$ cat src/rtl/irq_pkg.sv
// Shared constants for the two-level interrupt controller.
// Assumes: sources are indexed in fixed priority order, index 0 first.
package irq_pkg;
    localparam int NUM_SRC   = 5;
    localparam int VEC_W     = 16;
    localparam int IDX_W     = $clog2(NUM_SRC);
    localparam logic [7:0] EN_BYTE_ADDR  = 8'hA8;
    localparam logic [7:0] PRI_BYTE_ADDR = 8'hB8;
    localparam logic [VEC_W-1:0] VEC_BASE = 16'h0003;
    localparam logic [VEC_W-1:0] VEC_STEP = 16'h0008;

    typedef enum logic [0:0] {
        LVL_LOW  = 1'b0,
        LVL_HIGH = 1'b1
    } irq_level_e;
endpackage

$ cat src/rtl/irq_regs.sv
// Enable and priority registers with byte and bit write decoding.
// Assumes: bit addresses share the upper five bits with their byte address,
// and the low three bits pick the bit. Unimplemented bits read 1.
module irq_regs
    import irq_pkg::*;
#(
    parameter int          N_SRC    = NUM_SRC,
    parameter logic [7:0]  EN_ADDR  = EN_BYTE_ADDR,
    parameter logic [7:0]  PRI_ADDR = PRI_BYTE_ADDR
) (
    input  logic             clk,
    input  logic             rst_n,
    input  logic [7:0]       reg_addr,
    input  logic [7:0]       reg_wdata,
    input  logic             reg_wr_byte,
    input  logic             reg_wr_bit,
    output logic [7:0]       reg_rdata,
    output logic [N_SRC-1:0] src_en,
    output logic             glob_en,
    output logic [N_SRC-1:0] src_pri
);
    localparam int GLOB_BIT = 7;

    logic       hit_en_byte, hit_pri_byte, hit_en_bit, hit_pri_bit;
    logic [2:0] bit_sel;
    logic [7:0] en_view, pri_view;

    // Decode which register and which bit the bus access targets.
    always_comb begin
        hit_en_byte  = reg_wr_byte && (reg_addr == EN_ADDR);
        hit_pri_byte = reg_wr_byte && (reg_addr == PRI_ADDR);
        hit_en_bit   = reg_wr_bit  && (reg_addr[7:3] == EN_ADDR[7:3]);
        hit_pri_bit  = reg_wr_bit  && (reg_addr[7:3] == PRI_ADDR[7:3]);
        bit_sel      = reg_addr[2:0];
    end

    // Per-source enable and priority flops, one generate slice per source.
    for (genvar i = 0; i < N_SRC; i++) begin : g_src
        always_ff @(posedge clk) begin
            if (!rst_n) begin
                src_en[i]  <= 1'b0;
                src_pri[i] <= 1'b0;
            end else begin
                if (hit_en_byte)
                    src_en[i] <= reg_wdata[i];
                else if (hit_en_bit && (bit_sel == 3'(i)))
                    src_en[i] <= reg_wdata[0];
                if (hit_pri_byte)
                    src_pri[i] <= reg_wdata[i];
                else if (hit_pri_bit && (bit_sel == 3'(i)))
                    src_pri[i] <= reg_wdata[0];
            end
        end
    end

    // Master enable flop.
    always_ff @(posedge clk) begin
        if (!rst_n)
            glob_en <= 1'b0;
        else if (hit_en_byte)
            glob_en <= reg_wdata[GLOB_BIT];
        else if (hit_en_bit && (bit_sel == 3'(GLOB_BIT)))
            glob_en <= reg_wdata[0];
    end

    // Build the readback bytes; unimplemented positions read 1.
    always_comb begin
        en_view  = 8'hFF;
        pri_view = 8'hFF;
        for (int i = 0; i < N_SRC; i++) begin
            en_view[i]  = src_en[i];
            pri_view[i] = src_pri[i];
        end
        en_view[GLOB_BIT] = glob_en;
    end

    // Read multiplexer on the byte address.
    always_comb begin
        if (reg_addr == EN_ADDR)
            reg_rdata = en_view;
        else if (reg_addr == PRI_ADDR)
            reg_rdata = pri_view;
        else
            reg_rdata = 8'h00;
    end

    AST_UNIMP_EN_ONES: assert property (@(posedge clk) disable iff (!rst_n)
        (reg_addr == EN_ADDR) |-> (reg_rdata[6:5] == 2'b11));
    AST_UNIMP_PRI_ONES: assert property (@(posedge clk) disable iff (!rst_n)
        (reg_addr == PRI_ADDR) |-> (reg_rdata[7:5] == 3'b111));
endmodule

$ cat src/rtl/irq_arbiter.sv
// Combinational two-level arbiter with fixed lowest-index-first order.
// Assumes: in-service flags come from irq_inservice; a running high routine
// blocks all, a running low routine blocks only the low level.
module irq_arbiter
    import irq_pkg::*;
#(
    parameter int N_SRC = NUM_SRC,
    parameter int I_W   = IDX_W
) (
    input  logic [N_SRC-1:0] src_req,
    input  logic [N_SRC-1:0] src_en,
    input  logic             glob_en,
    input  logic [N_SRC-1:0] src_pri,
    input  logic             in_hi,
    input  logic             in_lo,
    output logic             cand_valid,
    output logic [I_W-1:0]   cand_idx,
    output irq_level_e       cand_lvl
);
    logic [N_SRC-1:0] eligible, hi_set, lo_set;
    logic [I_W-1:0]   hi_idx, lo_idx;

    // Mask requests with enables and split them by level.
    always_comb begin
        eligible = src_req & src_en & {N_SRC{glob_en}};
        hi_set   = eligible & src_pri;
        lo_set   = eligible & ~src_pri;
    end

    // Pick the lowest set index in each level.
    always_comb begin
        hi_idx = '0;
        lo_idx = '0;
        for (int i = N_SRC - 1; i >= 0; i--) begin
            if (hi_set[i]) hi_idx = I_W'(i);
            if (lo_set[i]) lo_idx = I_W'(i);
        end
    end

    // Choose a level honouring the running routines.
    always_comb begin
        cand_valid = 1'b0;
        cand_idx   = '0;
        cand_lvl   = LVL_LOW;
        if (!in_hi) begin
            if (|hi_set) begin
                cand_valid = 1'b1;
                cand_idx   = hi_idx;
                cand_lvl   = LVL_HIGH;
            end else if (!in_lo && (|lo_set)) begin
                cand_valid = 1'b1;
                cand_idx   = lo_idx;
                cand_lvl   = LVL_LOW;
            end
        end
    end
endmodule

$ cat src/rtl/irq_inservice.sv
// Tracks which priority levels have a routine running.
// Assumes: a grant and a return in one cycle apply return first, grant last.
module irq_inservice
    import irq_pkg::*;
(
    input  logic       clk,
    input  logic       rst_n,
    input  logic       grant,
    input  irq_level_e grant_lvl,
    input  logic       reti,
    output logic       in_hi,
    output logic       in_lo
);
    logic nxt_hi, nxt_lo;

    // Compute next flags: return clears the top level, then grant sets.
    always_comb begin
        nxt_hi = in_hi;
        nxt_lo = in_lo;
        if (reti) begin
            if (in_hi) nxt_hi = 1'b0;
            else       nxt_lo = 1'b0;
        end
        if (grant) begin
            if (grant_lvl == LVL_HIGH) nxt_hi = 1'b1;
            else                       nxt_lo = 1'b1;
        end
    end

    // Register the flags.
    always_ff @(posedge clk) begin
        if (!rst_n) begin
            in_hi <= 1'b0;
            in_lo <= 1'b0;
        end else begin
            in_hi <= nxt_hi;
            in_lo <= nxt_lo;
        end
    end

    AST_RETI_CLEARS_HIGH: assert property (@(posedge clk) disable iff (!rst_n)
        (reti && in_hi && !grant) |=> !in_hi);
    AST_RETI_KEEPS_LOW: assert property (@(posedge clk) disable iff (!rst_n)
        (reti && in_hi && in_lo) |=> in_lo);
endmodule

$ cat src/rtl/irq_ctrl.sv
// Top of the interrupt controller: registers, arbiter, in-service tracker
// and the registered grant stage that presents vector and acknowledge.
// Assumes: sources hold requests until they see their irq_src bit.
module irq_ctrl
    import irq_pkg::*;
#(
    parameter int N_SRC = NUM_SRC,
    parameter int V_W   = VEC_W
) (
    input  logic             clk,
    input  logic             rst_n,
    input  logic [N_SRC-1:0] src_req,
    input  logic             take_ok,
    input  logic             reti,
    input  logic [7:0]       reg_addr,
    input  logic [7:0]       reg_wdata,
    input  logic             reg_wr_byte,
    input  logic             reg_wr_bit,
    output logic [7:0]       reg_rdata,
    output logic             irq_pend,
    output logic             irq_ack,
    output logic [V_W-1:0]   irq_vec,
    output logic [N_SRC-1:0] irq_src
);
    localparam int I_W = (N_SRC > 1) ? $clog2(N_SRC) : 1;

    logic [N_SRC-1:0] src_en, src_pri;
    logic             glob_en, in_hi, in_lo;
    logic             cand_valid, grant;
    logic [I_W-1:0]   cand_idx;
    irq_level_e       cand_lvl;

    irq_regs #(.N_SRC(N_SRC)) u_regs (
        .clk        (clk),
        .rst_n      (rst_n),
        .reg_addr   (reg_addr),
        .reg_wdata  (reg_wdata),
        .reg_wr_byte(reg_wr_byte),
        .reg_wr_bit (reg_wr_bit),
        .reg_rdata  (reg_rdata),
        .src_en     (src_en),
        .glob_en    (glob_en),
        .src_pri    (src_pri)
    );

    irq_arbiter #(.N_SRC(N_SRC), .I_W(I_W)) u_arb (
        .src_req   (src_req),
        .src_en    (src_en),
        .glob_en   (glob_en),
        .src_pri   (src_pri),
        .in_hi     (in_hi),
        .in_lo     (in_lo),
        .cand_valid(cand_valid),
        .cand_idx  (cand_idx),
        .cand_lvl  (cand_lvl)
    );

    // A grant needs a candidate and an open accept window.
    always_comb begin
        grant    = cand_valid && take_ok;
        irq_pend = cand_valid;
    end

    irq_inservice u_isv (
        .clk      (clk),
        .rst_n    (rst_n),
        .grant    (grant),
        .grant_lvl(cand_lvl),
        .reti     (reti),
        .in_hi    (in_hi),
        .in_lo    (in_lo)
    );

    // Register the grant: one-cycle acknowledge with vector and source tag.
    always_ff @(posedge clk) begin
        if (!rst_n) begin
            irq_ack <= 1'b0;
            irq_vec <= '0;
            irq_src <= '0;
        end else begin
            irq_ack <= grant;
            if (grant) begin
                irq_vec <= V_W'(VEC_BASE) + V_W'(VEC_STEP) * V_W'(cand_idx);
                irq_src <= N_SRC'(1) << cand_idx;
            end else begin
                irq_src <= '0;
            end
        end
    end

    AST_ACK_ONEHOT_SRC: assert property (@(posedge clk) disable iff (!rst_n)
        irq_ack |-> $onehot(irq_src));
    AST_NO_TAG_WITHOUT_ACK: assert property (@(posedge clk) disable iff (!rst_n)
        !irq_ack |-> (irq_src == '0));
    AST_ACK_NEEDS_WINDOW: assert property (@(posedge clk) disable iff (!rst_n)
        !take_ok |=> !irq_ack);
    AST_ACK_VEC_MATCHES_SRC: assert property (@(posedge clk) disable iff (!rst_n)
        irq_ack |-> (((irq_vec - V_W'(VEC_BASE)) % V_W'(VEC_STEP)) == '0)
                    && (irq_src == (N_SRC'(1) << ((irq_vec - V_W'(VEC_BASE)) / V_W'(VEC_STEP)))));
    AST_ACK_SOURCE_ENABLED: assert property (@(posedge clk) disable iff (!rst_n)
        irq_ack |-> ($past(glob_en) && ((irq_src & $past(src_en)) != '0)));
    AST_HIGH_NOT_PREEMPTED: assert property (@(posedge clk) disable iff (!rst_n)
        in_hi |=> !irq_ack);
endmodule

$ cat config.mk
export PLATFORM = sky130hd
export DESIGN_NAME = irq_ctrl
export DESIGN_NICKNAME = d
export VERILOG_FILES = /design/src/rtl/irq_pkg.sv /design/src/rtl/irq_regs.sv /design/src/rtl/irq_arbiter.sv /design/src/rtl/irq_inservice.sv /design/src/rtl/irq_ctrl.sv
export SDC_FILE = /design/constraint.sdc
export NUM_CORES = 1
export LEC_CHECK = 0
export ABC_AREA = 1
export BUFFER_PORTS_ARGS = -buffer_cell sky130_fd_sc_hd__buf_2
export CAP_MARGIN = 5
export CORE_UTILIZATION = 25
export CTS_BUF_LIST = sky130_fd_sc_hd__clkbuf_2
export DETAILED_ROUTE_END_ITERATION = 6
export HOLD_SLACK_MARGIN = 0.06
export SLEW_MARGIN = 20
export SYNTH_ARGS = -nofsm -noshare
export SYNTH_HDL_FRONTEND = slang
export SYNTH_SLANG_ARGS = --single-unit
$ cat constraint.sdc
create_clock -name clk -period 1.5 [get_ports clk]
set_clock_uncertainty 0.1 [all_clocks]
set_input_delay 0.3 -clock clk [delete_from_list [all_inputs] [get_ports clk]]
set_output_delay 0.3 -clock clk [all_outputs]
set_load 0.02 [all_outputs]
### After elaboration in Yosys (flattened, before gate mapping)

Cells that the tools add are included.
W data, S select, Z words.

* register bits after elaboration: 35
* memory bits (writable): 0
* logic and storage cells: 114
* bits in latches: 0
* bits of input ports: 27
* output and inout port bits: 31
* memory bits (read-only): 0
* memories: 0

* reductions and logical operators: 33
* equality and inequality tests: 9
* div/mod/pow operators: 0
* magnitude comparators: 0
* $add $sub $neg: 1
* bitwise operators: 5
* multiply operators: 0
* shift operators: 1
* muxes and demuxes: 49

Operators by type and width (count)
* $mux W3: 13
* $mux W1: 34
* $reduce_bool A2 Y1: 11
* $and A5 B5 Y5: 4
* $logic_and A1 B1 Y1: 17
* $eq A8 B8 Y1 const B: 2
* $mux W8: 2
* $eq A5 B5 Y1 const B: 2
* $reduce_or A5 Y1: 2
* $add A2 B6 Y7 const A: 1
* $eq A3 B2 Y1 const B: 2
* $eq A3 B3 Y1 const B: 2
* $not A5 Y5: 1
* $shl A1 B3 Y5 const A: 1
* $eq A3 B1 Y1 const B: 1
* $logic_not A3 Y1: 1
* $reduce_and A2 Y1: 1
* $logic_not A1 Y1: 1

### Logic depth before layout (Yosys ltp)

Gate-level depths: netlist of run 1.

* depth in word-level cells: 12
* mapped depth: 11

### Hierarchy

Synthesis of run 1 repeated with hierarchy kept, for this count alone.

* cell total of the unflattened synthesis: 276
* area, all modules: 1721.7 um^2

Modules (own cells, without submodules)
* irq_regs: cells an instance 155, area an instance 915.9 um^2, seq. area each 220.2 um^2, instances 1
* irq_ctrl: cells an instance 48, area an instance 412.9 um^2, seq. area each 200.2 um^2, instances 1
* irq_arbiter: cells an instance 60, area an instance 305.3 um^2, seq. area each 0.0 um^2, instances 1
* irq_inservice: cells an instance 13, area an instance 87.6 um^2, seq. area each 40.0 um^2, instances 1

### Worst setup path before layout of run 1

OpenSTA, ideal clock, no wires.

* path kind: input -> output
* start: in reg_addr[1]
* end: out reg_rdata[1]
* setup slack: -0.099 ns
* arrival: 1.199 ns
* buffers on the path: 0
* stages on the path: 5
* data required time: 1.100 ns
* cells stage by stage: nor2_1 -> nand2_1 -> nor2_2 -> nand2_1 -> o21ai_0

* word-level cells in the longest chain between the ends: 3
* elaborated cells on any way between the ends: 4
* those cells by class: eq/ne: 2; mux: 2

Ends and longest elaborated chain
* from (decl): line irq_ctrl.sv:15 `input logic [7:0] reg_addr,`
* $eq A8 B8 Y1: line irq_regs.sv:81 `else if (reg_addr == PRI_ADDR)`
* $mux W8: line irq_regs.sv:81
* $mux W8 (*): line irq_regs.sv:79 `if (reg_addr == EN_ADDR)`
* to (decl): line irq_ctrl.sv:19 `output logic [7:0] reg_rdata,`

Every way passes the cells marked *; elsewhere a longest branch is shown, timed or not.

### Final worst setup path of run 1

* start: reg u_regs.glob_en
* end: out irq_pend

* word-level cells in the longest chain between the ends: 7
* elaborated cells on any way between the ends: 9
* those cells by class: mux: 3; bitwise: 3; reduce/logical: 3

Ends and longest elaborated chain
* from (decl): line irq_regs.sv:19 `output logic glob_en,`
* from (signal assigned): line irq_regs.sv:61 `glob_en <= reg_wdata[GLOB_BIT];`
* from (signal assigned): line irq_regs.sv:63 `glob_en <= reg_wdata[0];`
* $and A5 B5 Y5 (*): line irq_arbiter.sv:25 `eligible = src_req & src_en & {N_SRC{glob_en}};`
* $and A5 B5 Y5: line irq_arbiter.sv:27 `lo_set = eligible & ~src_pri;`
* $reduce_or A5 Y1: line irq_arbiter.sv:50 `end else if (!in_lo && (|lo_set)) begin`
* $logic_and A1 B1 Y1: line irq_arbiter.sv:50
* $mux W1: line irq_arbiter.sv:50
* $mux W1 (*): line irq_arbiter.sv:46 `if (|hi_set) begin`
* $mux W1 (*): line irq_arbiter.sv:45 `if (!in_hi) begin`
* to (decl): line irq_ctrl.sv:20 `output logic irq_pend,`

Marks and branches as above.

==> results of run 1 <==
==> flip-flops by register name, summed over array words and instances (netlist names) <==
| name | count |
|---|---|
| irq_src | 5 |
| u_regs.src_en | 5 |
| u_regs.src_pri | 5 |
| irq_vec | 4 |
| irq_ack | 1 |
| u_isv.in_hi | 1 |
| u_isv.in_lo | 1 |
| u_regs.glob_en | 1 |
==> timing repair <==
action,in CTS,in global routing
endpoints found under the setup margin,18,20
pin swaps,23,13
hold buffers,1,0
endpoints found under the hold margin,1,0
resized for setup,61,27
buffers inserted,9,1
==> routing by layer <==
| metal | vias up | global-route usage | part of all wire | routed length (um) |
|---|---|---|---|---|
| li1 | 901 | - | - | - |
| met4 | 0 | 0.0561 | 0.017 | 74 |
| met2 | 29 | 0.252 | 0.52 | 2280 |
| met3 | 6 | 0.0222 | 0.022 | 95 |
| met5 | - | 0 | 0 | 0 |
| met1 | 777 | 0.159 | 0.44 | 1960 |
==> cell type report <==
cell class              count  area share
flip-flops and latches     23       0.198
multi-input cells         169       0.437
inverters                  44      0.0724
well taps                  75      0.0394
clock inverters             1     0.00210
clock buffers               3     0.00630
repair buffers             80       0.244
==> worst reg2reg max path, delay by kind of cell, from the launching register on <==
family	cells	cell delay [ps]
AND/OR/NAND/NOR	8	740
buffers and inverters	4	430
flip-flops	1	380
==> cell usage in the layout, fill, tap and decap left out, drive strengths merged <==
cell and n:
buf 79, nand2 64, inv 44, nor2 26
nand3 24, dfxtp 23, o21ai 13, conb 11
o211ai 9, nand4 6, a21oi 6, nor3 4
clkbuf 3, o22ai 2, and2 1, nand3b 1
o21a 1, o21bai 1, clkinv 1, dlygate4sd3 1
==> stage by stage <==
step                utilization  instances  setup TNS (ps)  hold WS [ps]
finish                    0.396        395           -1880           105
CTS                       0.381        394           -2140          84.2
global placement          0.336        382           -2740           340
detailed placement        0.336        382           -3510           350
global route              0.396        395           -3410          76.7
floorplan                     -        252            -395           328
==> power breakdown <==
part / switching, uW / total [uW] / internal, uW
clock network: 204 / 264 / 60.5
logic: 95.6 / 151 / 55.1
registers: 0.707 / 612 / 612
==> worst max path at each step <==
stage          cells after the start            to  slack, ps
2_1_floorplan                      5  reg_rdata[1]       -100
3_3_place_gp                       9  reg_rdata[2]       -200
3_5_place_dp                       9  reg_rdata[1]       -240
4_1_cts                            6      irq_pend       -420
5_1_grt                            6      irq_pend       -500
6_report                           8      irq_pend       -390
==> cell families (layout without fill, tap and decap cells) <==
group	Yosys count	in the layout
other	1	11
AND/OR/NAND/NOR	126	126
flip-flops	23	23
AO/OA/AOI/OAI	32	32
buffers and inverters	60	128
==> results by group, run 1 <==
Place
  • RePlAce Congestion: slightly above 0.8
  • Post-Place Cell Area: between 0.002 and 0.0025 mm^2
  • Pre-CTS setup slack: -241 ps
  • Port bufs: 44
  • Post-DP HPWL: around 3.4 mm

Synth
  • Post-synth top area share: 0.290
  • Ys flop type: dfxtp_1
  • Post-synth top area cell: dfxtp_1
  • Yosys cell types: 30
  • Synth Area in Adders: 0
  • #FFs+latches synth: 23
  • Simple-Gate Fraction of Synth Area: 0.406
  • Mapped Area: about 0.0016 mm^2
  • Largest cells by area after synthesis: dfxtp_1 29%, nand2_1 14%, inv_1 9.7%
  • Sequential-to-total area share from yosys stat: 0.290
  • Compound-gate portion of the synthesized area: 0.122
  • Syn_area_per_cell: between 6 and 7 um^2
  • Async set-reset flop share out of synthesis: 0
  • XOR/XNOR Fraction of Synth Area: 0
  • Mux contribution to synthesized area: 0
  • Cells after synthesis: 242
  • Top post-synthesis cells by count: 58 x nand2_1, 41 x inv_1, 23 x dfxtp_1
  • Post-synth EDFFs: 0
  • Most common cell in the synthesized netlist: nand2_1
  • YS warnings: 0
  • Largest family of logic cells by synthesized area: simple AND/OR/NAND/NOR gates

Min path
  • Hold Path Sink: u_regs.src_pri[0]
  • Min-delay src: reg_wdata[0]
  • Tightest Hold Check Type: input port to flop
  • Hold depth: 3

Clock network
  • Root Driver: clkbuf_2
  • Clock Sinks: 23
  • CTS clk-pin slew, worst paths: 230 ps
  • Worst-Skew Late Latency: about 340 ps
  • H-Tree Depth: 1
  • CTS Buf Count: 3
  • Clock Path Buffers: 2
  • CTS tree: built

Setup path
  • CP Buf/Inv Count: 2
  • Family with the most delay on the worst path: simple AND/OR/NAND/NOR gates
  • RR Startpoint: u_regs.glob_en
  • Worst R2R End: irq_src[1]
  • Slowest CP cell: dfxtp_2
  • Worst R2R Path Depth: 12
  • Critical path data required time: 1100 ps
  • Flop-to-flop setup slack: -170 ps
  • Worst Setup End Kind: output port
  • Critical path arrival: 1490 ps
  • Max FO, Critical Path: 3
  • Crit path cell chain: buf_4, nand3_2, nor2_4, nor2_4, nand3b_4, nand2_4, nand2_4, buf_6
  • Slowest cell delay on critical path: roughly 380 ps
  • Setup CP Type: flop to output port
  • Critical path origin: u_regs.glob_en
  • Setup crit start kind: flop

Die
  • Rows: 28
  • Initial Util: 0.263
  • Die width: 81.6 um
  • Die height: a little over 80 um
  • Core area: ~0.006 mm^2
  • I/O Pins: 58
  • Die area: approximately 0.0067 mm^2

Timing
  • Fmax: roughly 530 MHz
  • Max-slew violation count: 0
  • Final Cycle Share: 1.26
  • RSZ-0062 raised after global routing: yes
  • Endpoints failing setup: 17
  • Tmin final: about 1900 ps
  • Hold Violations, Final: 0
  • Worst setup margin: -390 ps

Outcome
  • Failing checks: setup timing
  • Outcome: finished with violations

Cells and area
  • Design area: roughly 0.0024 mm^2
  • Share of cells above drive strength 1: 0.463
  • Fillers: about 650
  • Storage element area: about 470 um^2
  • Synthesis-to-finish area growth: 50.4%
  • Antenna Cells: 0
  • Final net count: about 350
  • Multi-input gate area: 0.00104 mm^2

Power and ir drop
  • Lkg Pwr: between 0.001 and 0.0015 uW
  • Max VDD drop: roughly 0.00023 V
  • Total Power: just over 1000 uW
  • PwrDens: around 430 mW/mm^2

Global route
  • Total track usage: 0.138
  • Vias in the first global route: about 1600
  • Largest net degree at the start of global routing: 17
  • Antenna violations before repair: 0
  • First-pass GRT wire length: ~7 mm
  • GRT overflow: 0

Detailed routing
  • DR DRC count: 0
  • Routed wire per std cell: around 11 um
  • Antenna-violating nets left: 0
  • DRT Wirelength: 4.40 mm
  • Via/cell ratio: 4.34
  • 1st-iter DRT viols: 70
  • DRT Pass-1 Iters: 4
  • Routed vias: about 1700

Flow run
  • # Max-Cap Violations: 0
(Power assumes the default switching activity.)
==> run 2, diff against run 1 <==
- ABC_AREA: 1 -> default
- HOLD_SLACK_MARGIN: 0.06 -> default
- SKIP_CTS_REPAIR_TIMING: default -> 1
==> results by group, run 2 <==
Outcome
  • Outcome: finished with violations
  • Failing checks: setup timing

Power and ir drop
  • Max VDD drop: 0.000209 V (-7.5%)
  • PwrDens: 428 mW/mm^2 (-0.71%)
  • Lkg Pwr: 0.00115 uW (-5.4%)

Setup path
  • Critical path arrival: 1670 ps (+180 ps)
  • Worst Setup End Kind: output port
  • Critical path origin: u_regs.glob_en
  • Slowest cell delay on critical path: 420 ps (+40 ps)
  • Critical path data required time: 1100 ps (about the same)
  • Flop-to-flop setup slack: -390 ps (-220 ps)
  • Setup crit start kind: flop
  • Worst R2R Path Depth: 8 (-4)
  • Setup CP Type: flop to output port
  • Max FO, Critical Path: 6 (+3)
  • Family with the most delay on the worst path: simple AND/OR/NAND/NOR gates
  • RR Startpoint: u_regs.glob_en
  • Worst R2R End: irq_vec[5]
  • Crit path cell chain: buf_6, nand4_1, nand3_2, or2_4, nor2_2, nor2_2, buf_6
  • Slowest CP cell: dfxtp_4
  • CP Buf/Inv Count: 2 (unchanged)

Synth
  • Async set-reset flop share out of synthesis: 0 (unchanged)
  • Post-synth top area share: 0.304 (+0.0132)
  • Sequential-to-total area share from yosys stat: 0.304 (+0.0132)
  • #FFs+latches synth: 23 (unchanged)
  • Post-synth EDFFs: 0 (unchanged)
  • YS warnings: 0 (unchanged)
  • Most common cell in the synthesized netlist: dfxtp_1
  • Yosys cell types: 47 (+57%)
  • Largest cells by area after synthesis: dfxtp_1 30%, mux2i_1 11%, buf_4 6.4%
  • Syn_area_per_cell: 8.72 um^2 (+33%)
  • Post-synth top area cell: dfxtp_1
  • Mapped Area: 0.00152 mm^2 (-4.3%)
  • Top post-synthesis cells by count: 23 x dfxtp_1, 19 x nor2_1, 16 x mux2i_1
  • Ys flop type: dfxtp_1
  • Cells after synthesis: 174 (-28%)

Cells and area
  • Synthesis-to-finish area growth: 59.3%
  • Commonest cells after routing, fill and taps aside: 38 x buf_4, 34 x buf_2, 20 x buf_6, 15 x nor2_1, 15 x mux2i_1
  • Final net count: 293 (-16%)
  • Share of cells above drive strength 1: 0.536 (+0.0733)
  • Largest regs: irq_src x5, u_regs.src_en x5, u_regs.src_pri x5
  • Final design utilization: 0.411 (+0.0149)
  • Fillers: 606 (-7.2%)
  • Design area: 0.00242 mm^2 (+1.4%)
  • Antenna Cells: 0 (unchanged)
  • Most common cell after layout, fill and taps aside: buf_4
  • Finished Layout Cells: 340 (-14%)

Global route
  • First-pass GRT wire length: 6.40 mm (-9.8%)
  • Total track usage: 0.127 (-0.0111)
  • GRT overflow: 0 (unchanged)
  • Largest net degree at the start of global routing: 16 (-1)
  • Antenna violations before repair: 0 (unchanged)
  • Vias in the first global route: 1430 (-12%)

Timing
  • Max-slew violation count: 0 (unchanged)
  • Hold WS: 106 ps (+0.745 ps)
  • Fmax: 482 MHz (-8.9%)
  • Final Cycle Share: 1.38 (+0.123)
  • Worst setup margin: -573 ps (-184 ps)
  • Endpoints failing setup: 20 (+3)
  • RSZ-0062 raised after global routing: yes
  • Hold Violations, Final: 0 (unchanged)
  • Tmin final: 2070 ps (+184 ps)

Die
  • I/O Pins: 58 (unchanged)
  • Die area: 0.00638 mm^2 (-4.2%)
  • Rows: 28 (unchanged)
  • Core area: 0.00589 mm^2 (-2.3%)
  • Die width: 79.9 um (-2.1%)
  • Die height: 79.9 um (-2.1%)
  • Initial Util: 0.258 (-0.00543)

Min path
  • Tightest Hold Check Type: input port to flop
  • Hold Path Sink: u_regs.src_en[3]
  • Min-delay src: reg_wdata[3]
  • Hold depth: 3 (unchanged)

Place
  • Placed insts: 326 (-15%)
  • Pre-CTS setup slack: -311 ps (-70.6 ps)
  • Port bufs: 44 (unchanged)
  • Post-Place Cell Area: 0.00209 mm^2 (+3.4%)
  • Post-DP HPWL: 3.26 mm (-4.1%)
  • RePlAce Congestion: 0.815 (+0.38%)

Detailed routing
  • Antenna-violating nets left: 0 (unchanged)
  • 1st-iter DRT viols: 71 (+1.4%)
  • DR DRC count: 0 (unchanged)
  • DRT Pass-1 Iters: 4 (unchanged)
  • Routed wire per std cell: 13.2 um (+18%)
  • Via/cell ratio: 4.82 (+11%)
  • Routed vias: 1639 (-4.3%)
  • DRT Wirelength: 4.48 mm (+1.8%)

Clock network
  • Root Driver: clkbuf_2
  • CTS Buf Count: 3 (unchanged)
  • Clock Path Buffers: 2 (unchanged)
  • H-Tree Depth: 1 (unchanged)
  • Worst-Skew Late Latency: 340 ps (about the same)
  • Clock Sinks: 23 (unchanged)
  • CTS clk-pin slew, worst paths: 240 ps (about the same)
  • CTS tree: built

Flow run
  • # Max-Cap Violations: 0 (unchanged)
## run 2: cell types whose count changed in the layout (fill, tap and decap cells not counted), moves of 5 or more
| cell | delta |
|---|---|
| nand2_1 | -45 |
| inv_1 | -30 |
| mux2i_1 | +15 |
| nand3_1 | -12 |
| nor2_4 | -10 |
| buf_4 | +9 |
| inv_2 | -8 |
| a21oi_1 | +7 |
| nand2_2 | -7 |
| o211ai_1 | -6 |
| buf_6 | +5 |
| dfxtp_4 | +5 |
## run 2: worst max path at each step
| stage | endpoint | slack, ps | cells after the start |
|---|---|---|---|
| finish | irq_pend | -570 | 7 |
| global route | irq_pend | -650 | 7 |
| CTS | irq_pend | -700 | 6 |
| detailed placement | irq_vec[3] | -310 | 7 |
| global placement | irq_vec[3] | -260 | 7 |
| floorplan | irq_pend | -90 | 6 |
## run 2: cell type report
class	count	area, um^2	area share
clock buffer	4	20.0	0.00829
timing repair buffer	94	721	0.298
tap	75	93.8	0.0388
inverter	4	17.5	0.00725
multi-input combinational	140	1080	0.445
sequential	23	488	0.202
## run 2: stage by stage
stage / setup TNS (ps) / total power (uW)
global route: -5760 / 1070
floorplan: -422 / 716
global placement: -4780 / 770
CTS: -4950 / 1030
detailed placement: -5370 / 772
finish: -4270 / 1030
## run 2: logic make-up after synthesis
kind of cell,share of synthesized area
compound gates,0.180
simple gates,0.309
other cells,0.00247
buf+inv,0.0891
flops,0.304
mux,0.116
## run 2: worst min-delay path, cell delays in order
cell and delay, ps:
buf_2 80, o21ai_1 60, a21oi_1 100
## run 2: power by group
group	total, uW	internal, uW	switching (uW)
logic	161	65.1	96.0
clock network	269	70.4	198
registers	604	603	1.19
## run 2: per-layer routing
metal,part of all wire,global-route usage,routed length [um]
met5,0,0,0
met4,0.012,0.0375,53
met3,0.048,0.0229,217
met2,0.51,0.215,2280
met1,0.43,0.163,1940
==> run 3, diff against run 2 <==
- ABC_AREA: default -> 1
==> results by group, run 3 (synthesis results as in run 1) <==
Place
  • Post-DP HPWL: 3.40 mm (+4.3%)
  • Port bufs: 44 (unchanged)
  • Pre-CTS setup slack: -241 ps (+70.6 ps)
  • RePlAce Congestion: 0.812 (-0.38%)

Clock network
  • CTS tree: built
  • Worst-Skew Late Latency: 350 ps (about the same)
  • H-Tree Depth: 1 (unchanged)
  • CTS clk-pin slew, worst paths: 250 ps (about the same)
  • Clock Path Buffers: 2 (unchanged)
  • CTS Buf Count: 3 (unchanged)
  • Clock Sinks: 23 (unchanged)
  • Root Driver: clkbuf_2

Timing
  • Fmax: 525 MHz (+8.8%)
  • Final Cycle Share: 1.27 (-0.112)
  • Worst setup margin: -406 ps (+168 ps)
  • Hold WS: 69.3 ps (-36.8 ps)
  • Setup TNS: -1830 ps (+2440 ps)
  • Hold Violations, Final: 0 (unchanged)
  • Max-slew violation count: 0 (unchanged)
  • Endpoints failing setup: 17 (-15%)
  • RSZ-0062 raised after global routing: yes
  • Tmin final: 1910 ps (-168 ps)

Outcome
  • Failing checks: setup timing
  • Outcome: finished with violations

Setup path
  • Critical path data required time: 1100 ps (about the same)
  • Setup CP Type: flop to output port
  • Setup crit start kind: flop
  • Slowest CP cell: dfxtp_2
  • Max FO, Critical Path: 7 (+1)
  • Worst Setup End Kind: output port
  • Critical path arrival: 1510 ps (-160 ps)
  • Slowest cell delay on critical path: 380 ps (-40 ps)
  • Crit path cell chain: buf_8, nand4_1, nand3_2, o21ai_2, nand2_4, buf_6

Power and ir drop
  • Pint: 724 uW (-2.0%)
  • Total Power: 1020 uW (-1.3%)
  • Comb pwr share: 0.138 (-0.018)
  • Sequential Power Share: 0.602 (+0.018)
  • Clock network fraction of total power: 0.260 (about the same)
  • Max VDD drop: 0.000227 V (+8.3%)
  • Switching pwr: 296 uW (+0.28%)
  • Lkg Pwr: 0.00121 uW (+5.2%)
  • PwrDens: 437 mW/mm^2 (+2.0%)
  • Switching Fraction: 0.291 (+0.00472)

Detailed routing
  • Routed vias: 1694 (+3.4%)
  • DRT Pass-1 Iters: 4 (unchanged)
  • DR DRC count: 0 (unchanged)
  • Routed wire per std cell: 11.4 um (-14%)
  • 1st-iter DRT viols: 66 (-7.0%)
  • Via/cell ratio: 4.32 (-10%)
  • DRT Wirelength: 4.46 mm (-0.56%)
  • Antenna-violating nets left: 0 (unchanged)

Cells and area
  • Commonest cells after routing, fill and taps aside: 51 x nand2_1, 35 x inv_1, 33 x buf_2, 31 x buf_4, 14 x nand3_1
  • Synthesis-to-finish area growth: 47.4%
  • Antenna Cells: 0 (unchanged)
  • Largest regs: irq_src x5, u_regs.src_en x5, u_regs.src_pri x5
  • Share of cells above drive strength 1: 0.464 (-0.0721)
  • Most common cell after layout, fill and taps aside: nand2_1
  • Final net count: 345 (+18%)

Global route
  • Antenna violations before repair: 0 (unchanged)
  • Total track usage: 0.127 (+0.000382)
  • GRT overflow: 0 (unchanged)
  • Largest net degree at the start of global routing: 17 (+1)
  • Vias in the first global route: 1516 (+6.0%)
  • First-pass GRT wire length: 6.55 mm (+2.4%)

Die
  • Die height: 81.6 um (+2.2%)
  • Initial Util: 0.263 (+0.00543)
  • Die width: 81.6 um (+2.2%)
  • I/O Pins: 58 (unchanged)
  • Core area: 0.00603 mm^2 (+2.4%)
  • Die area: 0.00666 mm^2 (+4.4%)
  • Rows: 28 (unchanged)

Min path
  • Tightest Hold Check Type: input port to flop

Flow run
  • # Max-Cap Violations: 0 (unchanged)
run 3: layout make-up:
| cell class | count | area (um^2) |
|---|---|---|
| Clock buffer | 3 | 15.0 |
| Clock inverter | 1 | 5.00 |
| Fill cell | 651 | 3690 |
| Inverter | 44 | 171 |
| Multi-Input combinational cell | 169 | 1030 |
| Sequential cell | 23 | 473 |
| Tap cell | 75 | 93.8 |
| Timing Repair Buffer | 77 | 548 |
run 3: worst max-delay path, delay by kind of cell, from the launching register on:
family          cells  cell delay, ps
simple gates        3             330
compound gates      1             190
buf+inv             2             270
flops               1             380
run 3: final timing paths:
path | from | endpoint | slack (ps) | depth (start not counted)
min | reti | u_isv.in_hi | 70 | 4
max reg2reg | u_regs.glob_en | irq_src[0] | -150 | 8
max | u_regs.glob_en | irq_pend | -410 | 6
min reg2reg | irq_vec[1] | irq_vec[1] | 370 | 2
run 3: metal layers:
layer  vias up  GRT usage  wire [um]
li1        897          -          -
met1       762      0.151       1970
met2        31      0.228       2330
met3         4     0.0222        102
met4         0     0.0474         51
met5         -          0          0
run 3: power by group through the flow:
| stage | combinational [uW] | sequential (uW) | clock, uW |
|---|---|---|---|
| finish | 141 | 614 | 265 |
| global route | 155 | 615 | 306 |
| CTS | 126 | 615 | 280 |
| detailed placement | 126 | 626 | 0 |
| global placement | 124 | 626 | 0 |
| floorplan | 80.2 | 626 | 0 |
run 3: metrics by stage:
stage,instance area (um^2),cells,util
detailed placement,2030,382,0.336
global route,2340,392,0.388
CTS,2050,386,0.339
floorplan,1630,252,-
global placement,2030,382,0.336
finish,2340,392,0.388
